`src/rtl/lvlflag_pkg.sv`:
```
package lvlflag_pkg;
    typedef struct packed {
        logic half;
        logic band;
    } flag_t;
endpackage

```
`src/rtl/lvl_ofs_capture.sv`:
```
module lvl_ofs_capture #(
    parameter int OFS_W = 9
) (
    input  logic             clk,
    input  logic             def_strobe,
    input  logic [OFS_W-1:0] ofs_data,
    output logic [OFS_W-1:0] ofs_now
);
    typedef struct packed {
        logic             strobe;
        logic [OFS_W-1:0] ofs;
    } cap_t;

    cap_t cap_d, cap_q;
    logic fall;

    // Offset storage survives reset on purpose: it must persist across resets.
    always_comb begin
        cap_d        = cap_q;
        fall         = cap_q.strobe & ~def_strobe;
        cap_d.strobe = def_strobe;
        if (fall)
            cap_d.ofs = ofs_data;
        ofs_now = fall ? ofs_data : cap_q.ofs;
    end

    always_ff @(posedge clk) begin
        cap_q <= cap_d;
    end
endmodule

```
`src/rtl/lvl_band_compare.sv`:
```
module lvl_band_compare #(
    parameter int DEPTH = 1024,
    parameter int OFS_W = 9,
    parameter int CNT_W = 11
) (
    input  logic [CNT_W-1:0] occupancy,
    input  logic [OFS_W-1:0] thr,
    output logic             half_hit,
    output logic             band_hit
);
    localparam int CMP_W = CNT_W + 2;
    localparam logic [CMP_W-1:0] HALF_MARK = CMP_W'(DEPTH / 2 + 1);
    localparam logic [CMP_W-1:0] TOP_BASE  = CMP_W'(DEPTH + 1);

    logic [CMP_W-1:0] occ_w, low_edge, high_edge;

    always_comb begin
        occ_w     = CMP_W'(occupancy);
        low_edge  = CMP_W'(thr) + CMP_W'(1);
        high_edge = TOP_BASE - CMP_W'(thr);
        half_hit  = occ_w >= HALF_MARK;
        band_hit  = (occ_w <= low_edge) || (occ_w >= high_edge);
    end
endmodule

```
`src/rtl/lvlflag_gen.sv`:
```
module lvlflag_gen #(
    parameter int DEPTH       = 1024,
    parameter int OFS_W       = 9,
    parameter int DEFAULT_OFS = 256,
    parameter int CNT_W       = $clog2(DEPTH + 2)
) (
    input  logic             clk,
    input  logic             rst_n,
    input  logic             def_strobe,
    input  logic [OFS_W-1:0] ofs_data,
    input  logic [CNT_W-1:0] occupancy,
    output logic             half_flag,
    output logic             band_flag
);
    import lvlflag_pkg::*;

    localparam logic [OFS_W-1:0] DEF_THR = OFS_W'(DEFAULT_OFS);

    typedef struct packed {
        flag_t            flags;
        logic [OFS_W-1:0] thr;
    } st_t;

    st_t              st_d, st_q;
    logic [OFS_W-1:0] ofs_now;
    logic [OFS_W-1:0] thr_cur;
    logic             half_hit, band_hit;

    lvl_ofs_capture #(.OFS_W(OFS_W)) u_cap (
        .clk        (clk),
        .def_strobe (def_strobe),
        .ofs_data   (ofs_data),
        .ofs_now    (ofs_now)
    );

    lvl_band_compare #(.DEPTH(DEPTH), .OFS_W(OFS_W), .CNT_W(CNT_W)) u_cmp (
        .occupancy (occupancy),
        .thr       (st_q.thr),
        .half_hit  (half_hit),
        .band_hit  (band_hit)
    );

    always_comb begin
        st_d = st_q;
        if (!rst_n) begin
            st_d.flags.half = 1'b0;
            st_d.flags.band = 1'b1;
            st_d.thr        = def_strobe ? DEF_THR : ofs_now;
        end else begin
            st_d.flags.half = half_hit;
            st_d.flags.band = band_hit;
        end
    end

    always_ff @(posedge clk) begin
        st_q <= st_d;
    end

    assign thr_cur   = st_q.thr;
    assign half_flag = st_q.flags.half;
    assign band_flag = st_q.flags.band;
endmodule

```
`config.mk`:
```
export PLATFORM = sky130hd
export DESIGN_NAME = lvlflag_gen
export DESIGN_NICKNAME = d
export VERILOG_FILES = /design/src/rtl/lvlflag_pkg.sv /design/src/rtl/lvl_ofs_capture.sv /design/src/rtl/lvl_band_compare.sv /design/src/rtl/lvlflag_gen.sv
export SDC_FILE = /design/constraint.sdc
export NUM_CORES = 1
export LEC_CHECK = 0
export ABC_AREA = 1
export BUFFER_PORTS_ARGS = -buffer_cell sky130_fd_sc_hd__buf_2
export CORE_MARGIN = 3
export CORE_UTILIZATION = 57
export DETAILED_ROUTE_END_ITERATION = 10
export PLACE_DENSITY = 0.8
export SYNTH_ARGS = -nofsm -noshare
export SYNTH_HDL_FRONTEND = slang
export SYNTH_SLANG_ARGS = --single-unit
```
`constraint.sdc`:
```
create_clock -name clk -period 2.5 [get_ports clk]
set_input_delay 0.25 -clock clk [delete_from_list [all_inputs] [get_ports clk]]
set_output_delay 0.25 -clock clk [all_outputs]
set_load 0.005 [all_outputs]
```
==> results of run 1 <==
## power by group
part	internal, W	switching, W	total [W]
registers	0.000394	0.0000246	0.000419
clock network	0.0000620	0.0000923	0.000154
logic	0.0000927	0.000127	0.000220
total	0.000549	0.000244	0.000793
## critical path: stages (launching register included)
cell                       delay, ns
sky130_fd_sc_hd__edfxtp_1       0.48
sky130_fd_sc_hd__inv_1          0.12
sky130_fd_sc_hd__ha_1           0.20
sky130_fd_sc_hd__nand3_2        0.10
sky130_fd_sc_hd__nor2_1         0.11
sky130_fd_sc_hd__nand2_1        0.09
sky130_fd_sc_hd__xor2_1         0.15
sky130_fd_sc_hd__ha_1           0.26
sky130_fd_sc_hd__nand2_1        0.06
sky130_fd_sc_hd__inv_1          0.06
sky130_fd_sc_hd__nand2_1        0.06
sky130_fd_sc_hd__nor2_1         0.04
sky130_fd_sc_hd__nor2_1         0.11
sky130_fd_sc_hd__nand2_1        0.06
sky130_fd_sc_hd__nor2_1         0.11
sky130_fd_sc_hd__nand2_1        0.05
## worst max path at each step
stage	slack, ns	start	end	cells after the start
global route	0.11	thr_cur[2]	band_flag	15
global placement	0.36	thr_cur[2]	band_flag	15
finish	0.34	thr_cur[2]	band_flag	15
detailed placement	0.33	thr_cur[2]	band_flag	15
floorplan	0.58	thr_cur[2]	band_flag	15
CTS	0.31	thr_cur[2]	band_flag	15
## Yosys cell counts, drive strengths merged
cell and number:
nor3b 1, edfxtp 9, a21oi 14, buf 2, xnor2 1, nand4 6
a211oi 8, o21ai 1, clkbuf 1, nand3 5, nand2 46, inv 40
nor3 3, ha 23, xor2 11, or2 1, and2 1, nor2 27
dfxtp 12
## cells in the final DEF, fill, tap and decap left out
cell                       Yosys  routed
sky130_fd_sc_hd__a211oi_1      6       6
sky130_fd_sc_hd__a211oi_2      2       2
sky130_fd_sc_hd__a21oi_1      14      14
sky130_fd_sc_hd__and2_1        1       1
sky130_fd_sc_hd__buf_2         0      24
sky130_fd_sc_hd__clkbuf_1      0       1
sky130_fd_sc_hd__clkbuf_4      0       3
sky130_fd_sc_hd__dfxtp_1      12      12
sky130_fd_sc_hd__edfxtp_1      9       9
sky130_fd_sc_hd__ha_1         23      23
sky130_fd_sc_hd__inv_1        37      37
sky130_fd_sc_hd__inv_2         3       3
sky130_fd_sc_hd__nand2_1      45      45
sky130_fd_sc_hd__nand2_4       1       1
sky130_fd_sc_hd__nand3_1       2       2
sky130_fd_sc_hd__nand3_2       3       3
sky130_fd_sc_hd__nand4_1       4       4
sky130_fd_sc_hd__nand4_2       2       2
sky130_fd_sc_hd__nor2_1       23      23
sky130_fd_sc_hd__nor2_2        4       4
sky130_fd_sc_hd__nor3_1        2       2
sky130_fd_sc_hd__nor3_4        1       1
sky130_fd_sc_hd__nor3b_1       1       1
sky130_fd_sc_hd__o21ai_0       1       1
sky130_fd_sc_hd__or2_2         1       1
sky130_fd_sc_hd__xnor2_1       1       1
sky130_fd_sc_hd__xor2_1       11      11
## sequential cells by signal, indices dropped and copies added, names as in the netlist
name	cells
band_flag	1
u_cap.cap_q	10
thr_cur	9
half_flag	1
## per-stage QoR
step / hold WS [ns] / util / setup WS (ns) / cells / power [W]
after floorplan: 0.278 / - / 0.582 / 212 / 0.000585
after global placement: 0.439 / 0.683 / 0.358 / 263 / 0.000640
after detailed placement: 0.448 / 0.683 / 0.331 / 263 / 0.000647
after CTS: 0.183 / 0.693 / 0.312 / 267 / 0.000797
after global routing: 0.187 / 0.693 / 0.105 / 267 / 0.000850
final: 0.191 / 0.693 / 0.337 / 267 / 0.000793
## kinds of logic (layout without fill, tap and decap cells)
| group | after synthesis | after routing | share of synthesized area |
|---|---|---|---|
| and+or+nand+nor | 90 | 90 | 0.259 |
| buffers and inverters | 43 | 68 | 0.105 |
| adders and majority gates | 23 | 23 | 0.174 |
| AOI/OAI and AO/OA | 23 | 23 | 0.0879 |
| DFF | 21 | 21 | 0.309 |
| xor gates and xnor gates | 12 | 12 | 0.0637 |
## layout make-up
class,count,area [sq um]
inverter,40,150
multi-input combinational,148,966
sequential,21,510
timing repair buffer,24,120
fill,238,802
clock buffer,4,26.3
tap,30,37.5
## metal layers
metal / GRT usage / routed length [um] / part of all wire
met3: 0.0151 / 104 / 0.037
met5: 0 / 0 / 0
met2: 0.299 / 1260 / 0.45
met1: 0.247 / 1410 / 0.50
met4: 0.0316 / 26 / 0.0093
==> run metrics, run 1 <==
outcome=complete, no violations; post-detailed-routing wire length=2810 um; largest vdd supply drop=488 uV; total die area=3580 sq um; vias in the first global route=1219; average vias per placed instance=4.93; total global-route track usage=0.177; pin count of the biggest net entering global routing=18; number of buffers added for setup after CTS=0; maximum fanout encountered on the critical timing path=4; worst reg-to-reg setup slack=0.34 ns; Reg2Reg Launch Point=thr_cur[2]; worst r2r path cells=15; Antenna Diode Count=0; measured slew at the worst slew-check pin=0.331 ns; total standard cell area after synthesis=1650 sq um; average wire per standard cell=10.5 um; maximum root-to-sink buffer count=2; post-synthesis to final-layout area growth=9.70%; crit path launch type=flip-flop; I/O pins=25; number of antenna violations at the first check in global routing=0; clock-pin slew of the registers on the worst-case setup and hold paths=0.11 ns; # setup viols final=0; weighted congestion at the end of routability-driven global placement=0.884; starting density of the core=0.632; max_cap viols=0; post-synthesis sequential area ratio=0.309; final non-filler cell area=1810 sq um; worst-skew pair later-pin latency=0.29 ns; worst endpoint data arrival time=2.36 ns; net total in the final layout=284; cell area power density=438 nW/um^2; hold path startpoint=def_strobe; placement row count=18; worst relative slew slack=0.779; Synth top area share=0.174; CTS tree=built; worst hold path stage count=1; Tmin final=2.16 ns; Final Cycle Share=0.865; unrepaired setup endpoints after global routing=no; hold-critical path endpoint=u_cap.cap_q[9]; Crit. End Element=flip-flop; overall via count from detail_route=1317; number of flip-flops and latches in the synthesized netlist=21; hold buffers post-CTS=0; peak clock frequency supported by timing=462 MHz; clk sinks=21; root cell of the clock tree=sky130_fd_sc_hd__clkbuf_4; maximum level of the CTS H-tree=1; Placed Instance Area=1780 sq um; Pleak=0.959 nW; Core Area=2610 sq um; DRC violations left=0; Chip Height=59.8 um; Post-Synthesis Cells=212; antenna-violating nets left=0; Worst EP required=2.70 ns; worst setup path class=flip-flop to flip-flop; number of library cell types mapped by synthesis=27; Inserted Clock Buffers=3; final-report hold violation count=0; cell type with the largest total area after synthesis=sky130_fd_sc_hd__ha_1; dominant cells by area after synthesis=sky130_fd_sc_hd__ha_1, sky130_fd_sc_hd__edfxtp_1, sky130_fd_sc_hd__dfxtp_1, sky130_fd_sc_hd__nand2_1, sky130_fd_sc_hd__inv_1; HPWL reported at the end of detailed placement=2450 um; worst min-delay path class=primary input to flip-flop; YS warnings=0; count of input and output buffers=24; Mapped Avg Cell Area=7.78 sq um; Synthesized Nets=258; fraction of final layout cells sized beyond drive strength 1=0.186; Remaining Overflow, GRT=0; count of routing violations after the opening detailed-route iteration=67; Fin Setup TNS=0 ns; Die X-Extent=59.8 um; post-cts gate resize count=0; post-route clock skew=0.000504 ns; drt first pass iters=4; terminus of the critical flop-to-flop path=band_flag; global-route wire length before repair=4970 um; number of pins exceeding their max-slew limit in the final report=0
Power figures use the tool's default switching activity.
==> inputs of run 2 (changes only) <==
GPL_TIMING_DRIVEN = 0   (was unset)
==> run 2 against run 1 <==
Effect of this change: sequential power fell by 1%; setup slack improved by 0.013 ns; non-clock buffer count rose by 3; combinational power rose by 2%.
==> run metrics, run 2 (same netlist as run 1, synthesis figures left out) <==
outcome=complete, no violations; post-cts gate resize count=0; most frequent cells in the layout=sky130_fd_sc_hd__nand2_1, sky130_fd_sc_hd__inv_1, sky130_fd_sc_hd__buf_2, sky130_fd_sc_hd__nor2_1, sky130_fd_sc_hd__ha_1; worst-skew pair later-pin latency=0.29 ns; drt first pass iters=4; clock-pin slew of the registers on the worst-case setup and hold paths=0.10 ns; total die area=3580 sq um; worst hold slack after final layout=0.0644 ns; Pleak=0.974 nW; flip-flop count of the largest register after layout=10; largest vdd supply drop=369 uV; Fin Setup TNS=0 ns; maximum root-to-sink buffer count=2; global-route wire length before repair=4600 um; Final Cycle Share=0.860; worst setup path class=flip-flop to flip-flop; worst r2r path cells=15; count of input and output buffers=24; average vias per placed instance=4.95; peak clock frequency supported by timing=465 MHz; I/O pins=25; top layer reached by signal wires=met4; most common cell after layout, fill and taps aside=sky130_fd_sc_hd__nand2_1; pin count of the biggest net entering global routing=12; average wire per standard cell=9.94 um; hold buffers post-CTS=0; Storage cell area=510 sq um; measured slew at the worst slew-check pin=0.339 ns; stage delay of the slowest cell on the critical path=0.46 ns; Chip Height=59.8 um; maximum level of the CTS H-tree=1; starting density of the core=0.632; post-route clock skew=0.00116 ns; crit path launch type=flip-flop; post-detailed-routing wire length=2680 um; number of antenna violations at the first check in global routing=0; Crit. End Element=flip-flop; most used cell, CP=sky130_fd_sc_hd__nand2_1; unrepaired setup endpoints after global routing=no; clk sinks=21; Worst EP required=2.69 ns; Filler Cell Count=233; Remaining Overflow, GRT=0; root cell of the clock tree=sky130_fd_sc_hd__clkbuf_4; critical-path cell list=inv_1 > ha_1 > nand3_2 > nor2_1 > nand2_1 > nor3_1 > ha_1 > nand2_1 > inv_1 > nand2_1 > nor2_1 > nor2_1 > nand2_1 > nor2_1 > nand2_1; wl on met1=1200 um; maximum fanout encountered on the critical timing path=4; CTS tree=built; worst min-delay path class=primary input to flip-flop; fraction of final layout cells sized beyond drive strength 1=0.196; max_cap viols=0; overall via count from detail_route=1336; Tmin final=2.15 ns; weighted congestion at the end of routability-driven global placement=0.822; count of routing violations after the opening detailed-route iteration=24; Core Area=2610 sq um; # setup viols final=0; worst relative slew slack=0.774; vias in the first global route=1208; net total in the final layout=287; number of pins exceeding their max-slew limit in the final report=0; total global-route track usage=0.166; Antenna Diode Count=0; cell area power density=432 nW/um^2; post-synthesis to final-layout area growth=11.1%; wire length on met3=117 um; met2 layer wire length in the routed design=1320 um; final-report hold violation count=0; worst endpoint data arrival time=2.34 ns; antenna-violating nets left=0; placement row count=18; total area of multi-input combinational cells=966 sq um; top register by number of flip-flops=u_cap.cap_q; number of buffers added for setup after CTS=0; DRC violations left=0; worst hold path stage count=1; critical path's slowest cell=sky130_fd_sc_hd__edfxtp_1; HPWL reported at the end of detailed placement=2360 um; Inserted Clock Buffers=3; Die X-Extent=59.8 um
==> run 2: worst paths after layout <==
path	startpoint	end	slack, ns
max	thr_cur[2]	band_flag	0.35
max reg2reg	thr_cur[2]	band_flag	0.35
min reg2reg	u_cap.cap_q[6]	u_cap.cap_q[6]	0.46
min	def_strobe	u_cap.cap_q[9]	0.06
==> run 2: layer usage <==
metal / GRT usage / vias to the layer above
li1: - / 736
met1: 0.197 / 575
met2: 0.301 / 20
met3: 0.0238 / 5
met4: 0.0570 / 0
met5: 0 / -
==> run 2: final cells by class <==
| class | instances | area share |
|---|---|---|
| multi-input combinational | 148 | 0.527 |
| sequential | 21 | 0.278 |
| inverter | 40 | 0.0819 |
| timing repair buffer | 24 | 0.0655 |
| tap | 30 | 0.0205 |
| clock buffer | 4 | 0.0143 |
| buffer | 3 | 0.0130 |
==> run 2: worst max-delay path, delay by kind of cell (launching register included) <==
family,cells,cell delay [ns]
buffers and inverters,2,0.18
DFF,1,0.46
adders and majority gates,2,0.46
and+or+nand+nor,11,0.94
==> run 2: power by group <==
| part | leakage, nW | switching (W) | internal (W) |
|---|---|---|---|
| clock | 0.0150 | 0.0000906 | 0.0000622 |
| sequential | 0.190 | 0.0000207 | 0.000394 |
| combinational | 0.769 | 0.000129 | 0.0000954 |
==> run 2: stage by stage <==
step | cell area, sq um | utilization | total power (W) | worst slack [ns] | std cells
4_1_cts | 1830 | 0.702 | 0.000801 | 0.311 | 270
6_report | 1830 | 0.702 | 0.000792 | 0.350 | 270
3_5_place_dp | 1810 | 0.692 | 0.000649 | 0.326 | 266
5_1_grt | 1830 | 0.702 | 0.000856 | 0.0620 | 270
3_3_place_gp | 1810 | 0.692 | 0.000639 | 0.320 | 266
2_1_floorplan | 1650 | - | 0.000585 | 0.582 | 212
==> inputs of run 3 (changes only) <==
CORE_UTILIZATION = 61   (was 57)
PLACE_DENSITY = 0.85   (was 0.8)
clock period = 2.7 ns   (was 2.5 ns; I/O delays follow)
==> run 3 against run 2 <==
Effect of this change: sequential power down 7.5%; maximum frequency is 3.7% lower; design area did not move; combinational power down 8%; critical path depth unchanged; largest power group unchanged; clock power fell by 5%.
==> run metrics, run 3 (same netlist as run 1, synthesis figures left out) <==
root cell of the clock tree=sky130_fd_sc_hd__clkbuf_4; starting density of the core=0.654; sw power=0.000225 W; post-detailed-routing wire length=2700 um; measured slew at the worst slew-check pin=0.336 ns; placement row count=18; Fin Setup TNS=0 ns; clk sinks=21; Final Cycle Share=0.827; fraction of final layout cells sized beyond drive strength 1=0.196; drt first pass iters=4; Chip Height=58.0 um; CTS tree=built; maximum root-to-sink buffer count=2; cell area power density=401 nW/um^2; number of buffers added for setup after CTS=0; clock-pin slew of the registers on the worst-case setup and hold paths=0.11 ns; overall via count from detail_route=1358; switching share of total power=0.306; worst relative slew slack=0.775; Antenna Diode Count=0; global-route wire length before repair=4910 um; average vias per placed instance=5.03; Pleak=0.974 nW; vias in the first global route=1265; top register by number of flip-flops=u_cap.cap_q; Core Area=2520 sq um; final non-filler cell area=1830 sq um; Clk pwr share=0.198; maximum level of the CTS H-tree=1; number of pins exceeding their max-slew limit in the final report=0; Power Internal=0.000511 W; DRC violations left=0; Tmin final=2.23 ns; antenna-violating nets left=0; overall power after layout=0.000736 W; final-report hold violation count=0; total die area=3370 sq um; post-cts gate resize count=0; count of routing violations after the opening detailed-route iteration=45; net total in the final layout=287; HPWL reported at the end of detailed placement=2370 um; peak clock frequency supported by timing=448 MHz; Remaining Overflow, GRT=0; outcome=complete, no violations; # setup viols final=0; number of placed instances with taps included=266; total global-route track usage=0.183; average wire per standard cell=10.0 um; post-synthesis to final-layout area growth=11.1%; most frequent cells in the layout=sky130_fd_sc_hd__nand2_1, sky130_fd_sc_hd__inv_1, sky130_fd_sc_hd__buf_2, sky130_fd_sc_hd__nor2_1, sky130_fd_sc_hd__ha_1; Filler Cell Count=215; Crit. End Element=flip-flop; Inserted Clock Buffers=3; weighted congestion at the end of routability-driven global placement=0.792; flip-flop count of the largest register after layout=10; worst endpoint data arrival time=2.43 ns; worst-skew pair later-pin latency=0.30 ns; unrepaired setup endpoints after global routing=no; max_cap viols=0; number of antenna violations at the first check in global routing=0; count of input and output buffers=24; worst setup path class=flip-flop to flip-flop; worst min-delay path class=primary input to flip-flop; hold buffers post-CTS=0; post-route clock skew=0.00423 ns; maximum fanout encountered on the critical timing path=4; Layout Utilization=0.727; Worst EP required=2.90 ns; largest vdd supply drop=465 uV; sequential share of power=0.522; Placed Instance Area=1810 sq um; Gate power share=0.281; I/O pins=25; most common cell after layout, fill and taps aside=sky130_fd_sc_hd__nand2_1; Final Instance Count excl. Fillers=270; crit path launch type=flip-flop; Die X-Extent=58.0 um; pin count of the biggest net entering global routing=12
[run 3: cell counts in the layout (fill, tap and decap cells not counted)]
No cell type changed its count.
[run 3: power groups by stage]
| stage | clock network, W | logic [W] | registers [W] |
|---|---|---|---|
| after floorplan | 0 | 0.000153 | 0.000388 |
| after global placement | 0 | 0.000201 | 0.000390 |
| after detailed placement | 0 | 0.000208 | 0.000392 |
| after CTS | 0.000149 | 0.000209 | 0.000384 |
| after global routing | 0.000162 | 0.000244 | 0.000389 |
| final | 0.000145 | 0.000206 | 0.000384 |
[run 3: area by class of cell]
type	instances	area, sq um	share of cell area
Multi-Input combinational cell	148	966	0.527
Tap cell	30	37.5	0.0205
Buffer	3	23.8	0.0130
Timing Repair Buffer	24	120	0.0655
Clock buffer	4	26.3	0.0143
Inverter	40	150	0.0819
Sequential cell	21	510	0.278
[run 3: path summary, 6_finish.rpt]
| path | slack, ns | depth (start not counted) | start | endpoint |
|---|---|---|---|---|
| setup / recovery | 0.47 | 15 | thr_cur[2] | band_flag |
| hold / removal | 0.08 | 1 | def_strobe | u_cap.cap_q[9] |
| setup reg to reg | 0.47 | 15 | thr_cur[2] | band_flag |
| hold reg to reg | 0.46 | 2 | u_cap.cap_q[5] | u_cap.cap_q[5] |
[run 3: per-stage QoR]
stage	hold WS, ns	setup WS (ns)
5_1_grt	0.0727	0.320
3_3_place_gp	0.386	0.567
2_1_floorplan	0.298	0.782
6_report	0.0793	0.467
3_5_place_dp	0.392	0.473
4_1_cts	0.0754	0.459
[run 3: critical path, stage by stage, from the launching register on]
cell	delay, ns
sky130_fd_sc_hd__edfxtp_1	0.48
sky130_fd_sc_hd__inv_1	0.12
sky130_fd_sc_hd__ha_1	0.20
sky130_fd_sc_hd__nand3_2	0.12
sky130_fd_sc_hd__nor2_1	0.11
sky130_fd_sc_hd__nand2_1	0.08
sky130_fd_sc_hd__nor3_1	0.19
sky130_fd_sc_hd__ha_1	0.28
sky130_fd_sc_hd__nand2_1	0.06
sky130_fd_sc_hd__inv_1	0.06
sky130_fd_sc_hd__nand2_1	0.06
sky130_fd_sc_hd__nand2_1	0.05
sky130_fd_sc_hd__nor2_1	0.10
sky130_fd_sc_hd__nand2_1	0.06
sky130_fd_sc_hd__nor2_1	0.09
sky130_fd_sc_hd__nand2_1	0.07
[run 3: layer usage]
metal	vias to the layer above	global-route usage	routed length [um]
met4	0	0.0927	80
met5	-	0	0
met3	9	0.0134	131
met2	32	0.318	1290
li1	741	-	-
met1	576	0.226	1200
